--- config.mk ---
export PLATFORM = sky130hd
export DESIGN_NAME = duplex_shift_port
export DESIGN_NICKNAME = d
export VERILOG_FILES = /design/src/rtl/dsp_pkg.sv /design/src/rtl/dsp_rate_gen.sv /design/src/rtl/dsp_shifter.sv /design/src/rtl/dsp_router.sv /design/src/rtl/duplex_shift_port.sv
export SDC_FILE = /design/constraint.sdc
export NUM_CORES = 1
export LEC_CHECK = 0
export BUFFER_PORTS_ARGS = -buffer_cell sky130_fd_sc_hd__buf_2
export CAP_MARGIN = 20
export CORE_UTILIZATION = 54
export CTS_CLUSTER_DIAMETER = 30
export CTS_CLUSTER_SIZE = 28
export DETAILED_ROUTE_END_ITERATION = 10
export HOLD_SLACK_MARGIN = 0.08
export PLACE_DENSITY = 0.82
export SYNTH_ARGS = -nofsm -noshare
export SYNTH_HDL_FRONTEND = slang
export SYNTH_HIERARCHICAL = 1
export SYNTH_SLANG_ARGS = --single-unit
--- constraint.sdc ---
create_clock -name clk -period 2.8 [get_ports clk]
set_input_delay 0.28 -clock clk [delete_from_list [all_inputs] [get_ports clk]]
set_output_delay 0.28 -clock clk [all_outputs]
set_load 0.005 [all_outputs]
--- src/rtl/dsp_pkg.sv ---
package dsp_pkg;
   typedef enum logic {
      TGT_DAC = 1'b0,
      TGT_FP  = 1'b1
   } tgt_e;

   typedef enum logic [1:0] {
      ST_IDLE  = 2'd0,
      ST_SHIFT = 2'd1,
      ST_GAP   = 2'd2,
      ST_STRB  = 2'd3
   } st_e;

   localparam int unsigned NUM_TGT = 2;
endpackage

--- src/rtl/dsp_rate_gen.sv ---
module dsp_rate_gen #(
   parameter int unsigned HALF_A = 4,
   parameter int unsigned HALF_B = 64
) (
   input  logic clk,
   input  logic rst,
   input  logic run,
   input  logic sel_b,
   output logic tick
);
   localparam int unsigned MAXH = (HALF_A > HALF_B) ? HALF_A : HALF_B;
   localparam int unsigned CW   = $clog2(MAXH + 1);

   logic [CW-1:0] cnt_q;
   logic [CW-1:0] limit;

   generate
      if (HALF_A == HALF_B) begin : g_single
         assign limit = CW'(HALF_A - 1);
         logic unused_sel;
         assign unused_sel = sel_b;
      end else begin : g_dual
         assign limit = sel_b ? CW'(HALF_B - 1) : CW'(HALF_A - 1);
      end
   endgenerate

   assign tick = run && (cnt_q == limit);

   always_ff @(posedge clk) begin
      if (rst || !run || tick) cnt_q <= '0;
      else                     cnt_q <= cnt_q + 1'b1;
   end

   p_cnt_bound_r2: assert property (@(posedge clk) disable iff (rst)
      run |-> (cnt_q <= limit));
endmodule

--- src/rtl/dsp_shifter.sv ---
module dsp_shifter
   import dsp_pkg::*;
#(
   parameter int unsigned W = 8
) (
   input  logic         clk,
   input  logic         rst,
   input  logic         start,
   input  logic         sel,
   input  logic [W-1:0] tx_data,
   input  logic         tick,
   input  logic         sdi,
   output logic         sclk,
   output logic         sdo,
   output logic         active,
   output logic         busy,
   output logic         tgt,
   output logic [W-1:0] rx_data,
   output logic         done,
   output logic         strobe
);
   localparam int unsigned BW = (W > 1) ? $clog2(W) : 1;

   st_e          st_q;
   logic [W-1:0] tx_q, rx_q;
   logic [BW-1:0] bcnt_q;
   logic         sclk_q, ph_q, done_q, tgt_q;
   logic         last_fall;

   assign last_fall = (st_q == ST_SHIFT) && tick && sclk_q && (bcnt_q == BW'(W - 1));

   always_ff @(posedge clk) begin
      if (rst) begin
         st_q   <= ST_IDLE;
         tx_q   <= '0;
         rx_q   <= '0;
         bcnt_q <= '0;
         sclk_q <= 1'b0;
         ph_q   <= 1'b0;
         done_q <= 1'b0;
         tgt_q  <= TGT_DAC;
      end else begin
         done_q <= last_fall;
         unique case (st_q)
            ST_IDLE: if (start) begin
               st_q   <= ST_SHIFT;
               tx_q   <= tx_data;
               tgt_q  <= sel;
               bcnt_q <= '0;
               sclk_q <= 1'b0;
            end
            ST_SHIFT: if (tick) begin
               if (!sclk_q) begin
                  sclk_q <= 1'b1;
                  rx_q   <= {rx_q[W-2:0], sdi};
               end else begin
                  sclk_q <= 1'b0;
                  if (bcnt_q == BW'(W - 1)) begin
                     st_q <= (tgt_q == TGT_DAC) ? ST_GAP : ST_IDLE;
                     ph_q <= 1'b0;
                  end else begin
                     bcnt_q <= bcnt_q + 1'b1;
                     tx_q   <= {tx_q[W-2:0], 1'b0};
                  end
               end
            end
            ST_GAP: if (tick) begin
               ph_q <= ~ph_q;
               if (ph_q) st_q <= ST_STRB;
            end
            ST_STRB: if (tick) begin
               ph_q <= ~ph_q;
               if (ph_q) st_q <= ST_IDLE;
            end
            default: st_q <= ST_IDLE;
         endcase
      end
   end

   assign sclk    = sclk_q;
   assign sdo     = tx_q[W-1];
   assign active  = (st_q == ST_SHIFT);
   assign busy    = (st_q != ST_IDLE);
   assign tgt     = tgt_q;
   assign rx_data = rx_q;
   assign done    = done_q;
   assign strobe  = (st_q == ST_STRB);

   p_sdo_on_fall_r4: assert property (@(posedge clk) disable iff (rst)
      (st_q == ST_SHIFT && $past(st_q) == ST_SHIFT && !$fell(sclk_q)) |-> $stable(tx_q[W-1]));
   p_done_single_r6: assert property (@(posedge clk) disable iff (rst)
      done_q |=> !done_q);
   p_strobe_dac_r7: assert property (@(posedge clk) disable iff (rst)
      strobe |-> (tgt_q == TGT_DAC));
   p_tgt_frozen_r9: assert property (@(posedge clk) disable iff (rst)
      busy |=> $stable(tgt_q));
   p_idle_clk_low_r1: assert property (@(posedge clk) disable iff (rst)
      !active |-> !sclk_q);
endmodule

--- src/rtl/dsp_router.sv ---
module dsp_router #(
   parameter int unsigned NT = 2
) (
   input  logic          active,
   input  logic          tgt,
   input  logic          sclk,
   input  logic          sdo,
   output logic [NT-1:0] sclk_o,
   output logic [NT-1:0] sdo_o,
   input  logic [NT-1:0] sdi_i,
   output logic          sdi
);
   generate
      for (genvar t = 0; t < NT; t++) begin : g_lane
         logic hit;
         assign hit       = active && (int'(tgt) == t);
         assign sclk_o[t] = hit & sclk;
         assign sdo_o[t]  = hit & sdo;
      end
   endgenerate

   assign sdi = sdi_i[tgt];
endmodule

--- src/rtl/duplex_shift_port.sv ---
module duplex_shift_port
   import dsp_pkg::*;
#(
   parameter int unsigned W       = 8,
   parameter int unsigned DAC_DIV = 8,
   parameter int unsigned FP_DIV  = 128
) (
   input  logic         clk,
   input  logic         rst,
   input  logic         start,
   input  logic         target_sel,
   input  logic [W-1:0] tx_data,
   output logic [W-1:0] rx_data,
   output logic         done,
   output logic         busy,
   output logic         dac_sclk,
   output logic         dac_sdo,
   input  logic         dac_sdi,
   output logic         dac_strobe,
   output logic         fp_sclk,
   output logic         fp_sdo,
   input  logic         fp_sdi
);
   localparam int unsigned DAC_HALF = DAC_DIV / 2;
   localparam int unsigned FP_HALF  = FP_DIV / 2;

   generate
      if (W < 2) begin : g_bad_w
         $error("W must be at least 2");
      end
      if (DAC_DIV < 2 || (DAC_DIV % 2) != 0) begin : g_bad_dac
         $error("DAC_DIV must be even and at least 2");
      end
      if (FP_DIV < 2 || (FP_DIV % 2) != 0) begin : g_bad_fp
         $error("FP_DIV must be even and at least 2");
      end
   endgenerate

   logic tick, sclk, sdo, active, tgt, sdi, strobe;
   logic [NUM_TGT-1:0] sclk_v, sdo_v, sdi_v;

   dsp_rate_gen #(.HALF_A(DAC_HALF), .HALF_B(FP_HALF)) u_rate (
      .clk(clk), .rst(rst), .run(busy), .sel_b(tgt), .tick(tick)
   );

   dsp_shifter #(.W(W)) u_shift (
      .clk(clk), .rst(rst), .start(start), .sel(target_sel), .tx_data(tx_data),
      .tick(tick), .sdi(sdi), .sclk(sclk), .sdo(sdo), .active(active),
      .busy(busy), .tgt(tgt), .rx_data(rx_data), .done(done), .strobe(strobe)
   );

   assign sdi_v[TGT_DAC] = dac_sdi;
   assign sdi_v[TGT_FP]  = fp_sdi;

   dsp_router #(.NT(NUM_TGT)) u_route (
      .active(active), .tgt(tgt), .sclk(sclk), .sdo(sdo),
      .sclk_o(sclk_v), .sdo_o(sdo_v), .sdi_i(sdi_v), .sdi(sdi)
   );

   assign dac_sclk   = sclk_v[TGT_DAC];
   assign dac_sdo    = sdo_v[TGT_DAC];
   assign fp_sclk    = sclk_v[TGT_FP];
   assign fp_sdo     = sdo_v[TGT_FP];
   assign dac_strobe = strobe;

   p_one_clock_r8: assert property (@(posedge clk) disable iff (rst)
      $onehot0({dac_sclk, fp_sclk}));
   p_quiet_sdo_r8: assert property (@(posedge clk) disable iff (rst)
      !(dac_sdo && fp_sdo));
   p_strobe_busy_r10: assert property (@(posedge clk) disable iff (rst)
      dac_strobe |-> busy);
endmodule

; Yosys cells after proc, flatten, opt, wreduce, memory -nomap -nowiden
; Index checks and enable logic that the tools add are counted.
[word_totals]
memories = 0
inputBits = 14
latchBits = 0
ff_bits = 32
ram_bits = 0
romBits = 0
[op_classes]
addsub = 2
multipliers = 0
bitwise_logic = 7
muxes = 32
div = 0
n_reduce_logical = 20
shifts = 0
order_cmp = 1
eq_ne = 15
[ops]
columns = op, count
row1 = 2-to-1 mux 8 bit, 4
row2 = 2-to-1 mux 2 bit, 9
row3 = one-hot mux 8 bit (2 select lines), 1
row4 = 2-to-1 mux 3 bit, 4
row5 = "!= test 2 bit, second input constant", 6
row6 = AND reduction 5 bit, 2
row7 = 2-to-1 mux 1 bit, 9
row8 = "!= test 2 x 1 -> 1 bit, second input constant", 4
row9 = one-hot mux 2 bit (4 select lines), 1
row10 = AND reduction 8 bit, 1
row11 = "adder 7 x 1 -> 7 bit, second input constant", 1
row12 = == test 7 bit, 1
row13 = logical AND 1 bit, 6
row14 = 2-to-1 mux 6 bit, 1
row15 = one-hot mux 3 bit (2 select lines), 1
row16 = AND reduction 3 bit, 2
row17 = nonzero test 2 bit, 3
row18 = bitwise AND 1 bit, 4
row19 = "== test 2 bit, second input constant", 2
row20 = one-hot mux 1 bit (2 select lines), 2
row21 = "adder 3 x 1 -> 3 bit, second input constant", 1
row22 = "== test 3 bit, second input constant", 1
row23 = inverter 1 bit, 3
row24 = "== test 2 x 1 -> 1 bit, second input constant", 1
row25 = other kinds (6), 7

; Longest topological paths before layout
; Gate-level depths: netlist of the first run.
[logic_depth]
depth_word = 6
ltp_mapped = 9
depth_no_buf = 7

; Modules after synthesis
; The synthesis of the first run kept the hierarchy.
[by_module_without_submodules]
columns = mod, cells_each, instances, area_each_um2, seq_area_each_um2
row1 = dsp_shifter, 132, 1, 1212.4, 500.5
row2 = dsp_rate_gen, 36, 1, 355.3, 140.1
row3 = dsp_router, 5, 1, 50.0, 0.0

; Worst setup path before layout of the first run
; OpenSTA, ideal clock, no wires.
[synth_path]
path_kind = register to register
start = register with a tool-made name
end = register u_shift.st_q[0]
required_ns = 2.679
stages_incl_launch_ff = 9
setup_time_ns = 0.121
synth_period_minus_slack_ns = 2.362
slack_ns = 0.438
n_path_buf = 3
arrival_time_ns = 2.240
path_cell_list = dfxtp_1 clkbuf_1 clkbuf_1 or2_2 o21a_1 clkbuf_1 o21ai_0 a221o_1 mux2_4
[synth_lines]
columns = item, line
row1 = "end signal, assigned", dsp_shifter.sv:59  ; st_q <= (tgt_q == TGT_DAC) ? ST_GAP : ST_IDLE;
row2 = "end, declared", dsp_shifter.sv:24  ; st_e st_q;

; Final worst setup path of the first run
[layout_path]
start = register u_rate.cnt_q[4]
end = register u_shift.rx_q[7], in the netlist u_shift/rx_data[7]
[layout_via]
elab_chain_cells = 3
[layout_lines]
columns = item, line
row1 = "start, declared", dsp_rate_gen.sv:14  ; logic [CW-1:0] cnt_q;
row2 = "start signal, assigned", dsp_rate_gen.sv:31  ; else cnt_q <= cnt_q + 1'b1;
row3 = == test 7 bit, dsp_rate_gen.sv:27  ; assign tick = run && (cnt_q == limit);
row4 = logical AND 1 bit, dsp_rate_gen.sv:27
row5 = named net tick, duplex_shift_port.sv:39  ; logic tick, sclk, sdo, active, tgt, sdi, strobe;
row6 = AND reduction 3 bit (no source line), --
row7 = "end signal, assigned", dsp_shifter.sv:55  ; rx_q <= {rx_q[W-2:0], sdi};
row8 = "end, declared", dsp_shifter.sv:25  ; logic [W-1:0] tx_q, rx_q;
; The timed path passes the listed nets, and every way through them passes these cells.
; A chain may end at the register's enable or synchronous reset.

==> results of run 1 <==
[sequential cells by signal (all words and copies together), names as in the netlist, named ones only]
signal and cells:
u_shift/rx_data 8, u_shift/tx_q 8, u_shift/bcnt_q 3, u_shift/done 1
u_rate/cnt_q 7, u_shift/ph_q 1, u_shift/sclk 1, u_shift/st_q 1
u_shift/tgt 1
[cells by family (layout without fill, tap and decap cells)]
group | count (synthesis) | count (layout)
compound gates | 37 | 37
xor+xnor | 2 | 2
fa+ha+maj | 3 | 3
mux | 18 | 18
buf+inv | 23 | 54
flops | 32 | 32
simple gates | 58 | 58
[layer usage]
layer / wire, µm / GRT usage, %
met5: 0 / 0
met4: 34 / 10.1
met3: 110 / 7.83
met2: 1900 / 41.7
met1: 1620 / 28.9
[power by group through the flow]
stage	clock network, mW	logic (mW)	registers (mW)
2_1_floorplan	0	0.277	0.547
3_3_place_gp	0	0.324	0.572
3_5_place_dp	0	0.337	0.577
4_1_cts	0.283	0.342	0.567
5_1_grt	0.303	0.376	0.577
6_report	0.274	0.343	0.570
[final cells by class]
| cell class | instances | area [µm²] | area share (%) |
|---|---|---|---|
| multi-input cells | 118 | 895 | 48.0 |
| flip-flops and latches | 32 | 641 | 34.3 |
| repair buffers | 34 | 185 | 9.93 |
| clock buffers | 6 | 51.3 | 2.75 |
| inverters | 12 | 45.0 | 2.41 |
| well taps | 31 | 38.8 | 2.08 |
| clock inverters | 2 | 10.0 | 0.537 |
[worst reg2reg max path: stages, from the launching register on]
cell,delay [ps]
dfxtp_1,350
or3_1,430
nor4_4,370
o21a_1,240
buf_4,170
nor4bb_2,290
buf_4,240
mux2i_1,210
nor2_1,70
[per-stage QoR]
step,hold slack [ps],setup slack (ps),area [µm²],cells,utilization [%]
2_1_floorplan,424,438,1620,173,-
3_3_place_gp,439,494,1800,227,64.3
3_5_place_dp,448,343,1800,227,64.3
4_1_cts,198,324,1870,235,66.5
5_1_grt,218,167,1870,235,66.5
6_report,214,326,1870,235,66.5
[cell usage in the layout, fill, tap and decap left out, types with 2 or more instances in the layout]
master,Yosys,layout
and3_2,2,2
or3_1,3,3
nand2_1,8,8
nor2_1,12,12
a211oi_1,14,14
nor4b_1,2,2
a21oi_1,6,6
ha_1,3,3
dfxtp_1,32,32
buf_4,0,6
nor4_1,2,2
mux2_4,2,2
nor2b_1,3,3
inv_2,2,2
clkbuf_4,0,5
o21ai_0,5,5
and3b_2,2,2
a31oi_1,3,3
or2b_1,2,2
xor2_1,2,2
clkinv_2,0,2
inv_1,10,10
mux2i_1,9,9
buf_2,2,28
nand2b_1,2,2
mux2_2,7,7
nand3_1,8,8
[path summary, 6_finish.rpt]
path | start | endpoint | slack [ps] | cells past startpoint
worst max register to register | u_rate/cnt_q[4]$_SDFF_PP0_ | u_shift/rx_data[7]$_SDFFE_PP0P_ | 330 | 8
worst min-delay path | target_sel | u_shift/tgt$_SDFFE_PP0P_ | 210 | 3
worst max-delay path | u_rate/cnt_q[4]$_SDFF_PP0_ | u_shift/rx_data[7]$_SDFFE_PP0P_ | 330 | 8
worst min register to register | u_shift/tx_q[2]$_SDFFE_PP0P_ | u_shift/tx_q[2]$_SDFFE_PP0P_ | 470 | 2
==> impl_metrics.toml, run 1 <==
[power]
power.switching_mw = 0.399
power.density_mw_per_mm2 = 637
seqPwrFrac_pct = 48.0
internal_power_mw = 0.789
static-leakage-power_nw = 0.760
swShare_pct = 33.6
combPwrFrac_pct = 28.9
p_clk_share_pct = 23.1
power_mw = 1.19
ir_worst_vdd_uv = 338

[cts]
cts_sinks = 32
cts_hold_buf = 0
cts_resized = 0
clock_latency_ps = 330
numCtsBuffers = 5
cts_tree = "done"
h-tree-depth = 2
cts_root_buf = "clkbuf_4"
cts_buffer_depth = 2
cts_setup_buffers = 0
clk_pin_slew_ps = 100

[floorplanning]
die_x_um = 56.7
die_area_mm2 = 0.00322
row_count = 19
fp.dieH_um = 56.7
coreArea_mm2 = 0.00281
num_io_pins = 29
start_util_pct = 57.7

[worst_setup_path]
worstPathArrival_ps = 2670
crit_chain = "or3_1, nor4_4, o21a_1, buf_4, nor4bb_2, buf_4, mux2i_1, nor2_1"
cp.required_ps = 3000
cpMaxStageDelayCell = "or3_1"
cp-start-kind = "register"
crit_buf_inv = 2
crit_type = "register to register"
path_delay_family = "simple AND/OR/NAND/NOR gates"
cp_max_fo = 9
cpMostUsedCell = "buf_4"
cp-end-kind = "register"
slowest_delay_ps = 430

[drt]
routed_wl_um = 3670
wl_per_cell_um = 15.6
ant_nets = 0
dr.pass1.iters = 8
viasPerCell = 5.91
drtIter0Drc = 47
dr_total_vias = 1389
drc = 4

[logic_synthesis]
synth-simple-area-share_pct = 22.5
ys_seq_area_share_pct = 39.6
synth_compound_area_share_pct = 16.7
synth_most_common_cell = "dfxtp_1"
syn_avg_cell_area_um2 = 9.35
synth_top_family_by_area = "simple AND/OR/NAND/NOR gates"
synth-edff-count = 0
yosysWarnings = 6
synth.distinct_cells = 45
yosys.area_share.xor_xnor_pct = 1.08
ys_seq_elements = 32
async_flop_share_pct = 0
synthCells = 173
synth_top_area_share_pct = 39.6
synthAdderAreaFrac_pct = 2.32
synthFlopType = "dfxtp_1"
synth_top_area_cell = "dfxtp_1"
syn-cell-area_mm2 = 0.00162
synthTopCellsByArea = "dfxtp_1, a211oi_1, mux2i_1"
synth_common_cells = "dfxtp_1, a211oi_1, nor2_1"
synthesis.nets = 190
yosys-mux-area-fraction_pct = 12.3

[timing]
finalCriticalPeriod_ps = 2470
maxSlewHeadroom_pct = 66.1
drv_slew = 0
worst_pin_slew_ps = 509
hold_viol_final = 0
rsz0062_at_grt = "false"
fin_tns_setup_ps = 0
post-route-period-util_pct = 88.4
setup_violations = 0
fmax_ghz = 0.404
fin_skew_ps = 6.68

[cells_and_area]
antennaDiodeCount = 0
final_nets = 220
final_layout_size_suffix_gt1_share_pct = 31.4
nFillCells = 234
area_growth_pct = 15.3

[global_route]
grt_use_total_pct = 24.7
grt_first_pass_wirelength_um = 6010
antenna_found_initial = 0
grt_pass1_vias = 1369
grt_max_degree = 29
grt_overflow = 0

[placed_design]
place.gp.congestion = 0.848
portBuffers = 28
hpwlAfterDp_um = 2600

[worst_hold_path]
hp-class = "input port to register"

[job]
max_cap_viol_count = 0

[status]
status = "finished with violations"
violations = "DRC"
Power figures use the tool's default switching activity.
==> inputs of run 2 (changes only) <==
- SETUP_SLACK_MARGIN: default -> 0.4
==> run 2 against run 1 <==
  * The run still ends with DRC left
  * Core utilization is 1.7 points higher
  * Final cell count is 0.85% higher
  * Global-route usage is 0.15 points higher
  * Sequential cell count unchanged
  * Largest cell class unchanged
  * Register-to-register slack improved by 190 ps
==> impl_metrics.toml, run 2 (same netlist as run 1, synthesis figures left out) <==
[status]
status = "finished with violations"
violations = "DRC"

[drt]
drc = 4
ant_nets = 0
dr.pass1.iters = 7
drtIter0Drc = 83
viasPerCell = 5.98
wl_per_cell_um = 15.5
routed_wl_um = 3680
dr_total_vias = 1417

[worst_setup_path]
reg2reg_to = "u_shift/st_q[0]$_SDFFE_PP0P_"
crit_type = "register to register"
worstPathArrival_ps = 2520
crit_chain = "or3_4, nor4_4, o21a_1, buf_4, o21ai_0, a221o_1, mux2_4"
cpMaxStageDelayCell = "or3_4"
crit_buf_inv = 1
worst-path-stages = 7
regToRegSetupSlack_ps = 520
cp_max_fo = 9
slowest_delay_ps = 410
worst-r2r-cell-count = 7
cp-end-kind = "register"
cp.required_ps = 3040
r2r_start = "u_rate/cnt_q[4]$_SDFF_PP0_"
crit_start = "u_rate/cnt_q[4]$_SDFF_PP0_"
cp-endpoint = "u_shift/st_q[0]$_SDFFE_PP0P_"
cp-start-kind = "register"
path_delay_family = "compound AO/OA/AOI/OAI gates"

[cts]
cts_buffer_depth = 2
cts_root_buf = "clkbuf_4"
cts_tree = "done"
cts_hold_buf = 0
h-tree-depth = 2
clock_latency_ps = 340
clk_pin_slew_ps = 100
numCtsBuffers = 5
cts_sinks = 32

[floorplanning]
num_io_pins = 29
die_x_um = 56.7
coreArea_mm2 = 0.00281
die_area_mm2 = 0.00322
start_util_pct = 57.7
row_count = 19
fp.dieH_um = 56.7

[timing]
maxSlewHeadroom_pct = 65.9
drv_slew = 0
finalCriticalPeriod_ps = 2280
rsz0062_at_grt = "false"
fin_tns_setup_ps = 0
worst_pin_slew_ps = 511
hold_viol_final = 0
setup_violations = 0
post-route-period-util_pct = 81.5
fmax_ghz = 0.438
fin_skew_ps = 7.13

[cells_and_area]
antennaDiodeCount = 0
nFillCells = 226
final_layout_size_suffix_gt1_share_pct = 34.0
area_growth_pct = 18.3
final_common_cell = "dfxtp_1"
final_nets = 222
final_cell_mix = "dfxtp_1, buf_2, a211oi_1, nor2_1, inv_1"
final_util_pct = 68.2

[worst_hold_path]
hp-class = "input port to register"
hp-start = "target_sel"
whs_path_depth = 3

[global_route]
grt_pass1_vias = 1378
grt_max_degree = 29
antenna_found_initial = 0
grt_use_total_pct = 24.8
grt_first_pass_wirelength_um = 6040
grt_overflow = 0

[placed_design]
place.gp.congestion = 0.848
portBuffers = 28
hpwlAfterDp_um = 2600

[power]
static-leakage-power_nw = 0.768
ir_worst_vdd_uv = 346
power.density_mw_per_mm2 = 627

[job]
max_cap_viol_count = 0
-- run 2: cell types whose count changed in the layout (fill, tap and decap cells not counted), sizes merged --
cell,change
buf,+2
-- run 2: cell type report --
cell class,count,area (µm²),area share (%)
clock buffer,6,51.3,2.68
clock inverter,2,10.0,0.523
inverter,12,45.0,2.35
multi-input combinational,118,921,48.1
sequential,32,643,33.6
tap,31,38.8,2.03
timing repair buffer,36,204,10.7
-- run 2: layer usage --
layer  global-route usage (%)  up-vias  wire, µm
li1                         -      692         -
met1                     29.0      675      1500
met2                     41.3       39      1900
met3                     7.83       11       183
met4                     11.5        0        91
met5                        0        -         0
-- run 2: repair_timing --
item,CTS,global route
resized for setup,0,7
setup endpoints to repair,9,13
buffers inserted,1,1
pin swaps,1,2
-- run 2: how the worst min path moves through the flow --
stage | end | slack [ps]
floorplan | u_shift/tgt$_SDFFE_PP0P_ | 420
global placement | u_shift/tx_q[5]$_SDFFE_PP0P_ | 440
detailed placement | u_shift/tx_q[2]$_SDFFE_PP0P_ | 450
CTS | u_shift/tgt$_SDFFE_PP0P_ | 200
global route | u_shift/tgt$_SDFFE_PP0P_ | 220
finish | u_shift/tgt$_SDFFE_PP0P_ | 200
-- run 2: worst register-to-register path, delay by kind of cell (launching register included) --
kind / cells / cell delay (ps)
buffers and inverters: 1 / 170
and+or+nand+nor: 2 / 660
AOI/OAI and AO/OA: 3 / 690
DFF: 1 / 350
muxes: 1 / 310
-- run 2: report_power, final --
part,internal [mW],total [mW],switching (mW)
Clock,0.119,0.277,0.157
Sequential,0.507,0.574,0.0665
Combinational,0.168,0.349,0.180
-- run 2: stage by stage --
| step | cells | hold slack, ps | instance area (µm²) | total power, mW | setup slack, ps |
|---|---|---|---|---|---|
| after floorplan | 173 | 424 | 1620 | 0.825 | 438 |
| after global placement | 227 | 439 | 1800 | 0.897 | 494 |
| after detailed placement | 227 | 448 | 1800 | 0.914 | 343 |
| after CTS | 236 | 198 | 1870 | 1.19 | 463 |
| after global routing | 237 | 216 | 1910 | 1.27 | 399 |
| final | 237 | 200 | 1910 | 1.20 | 518 |
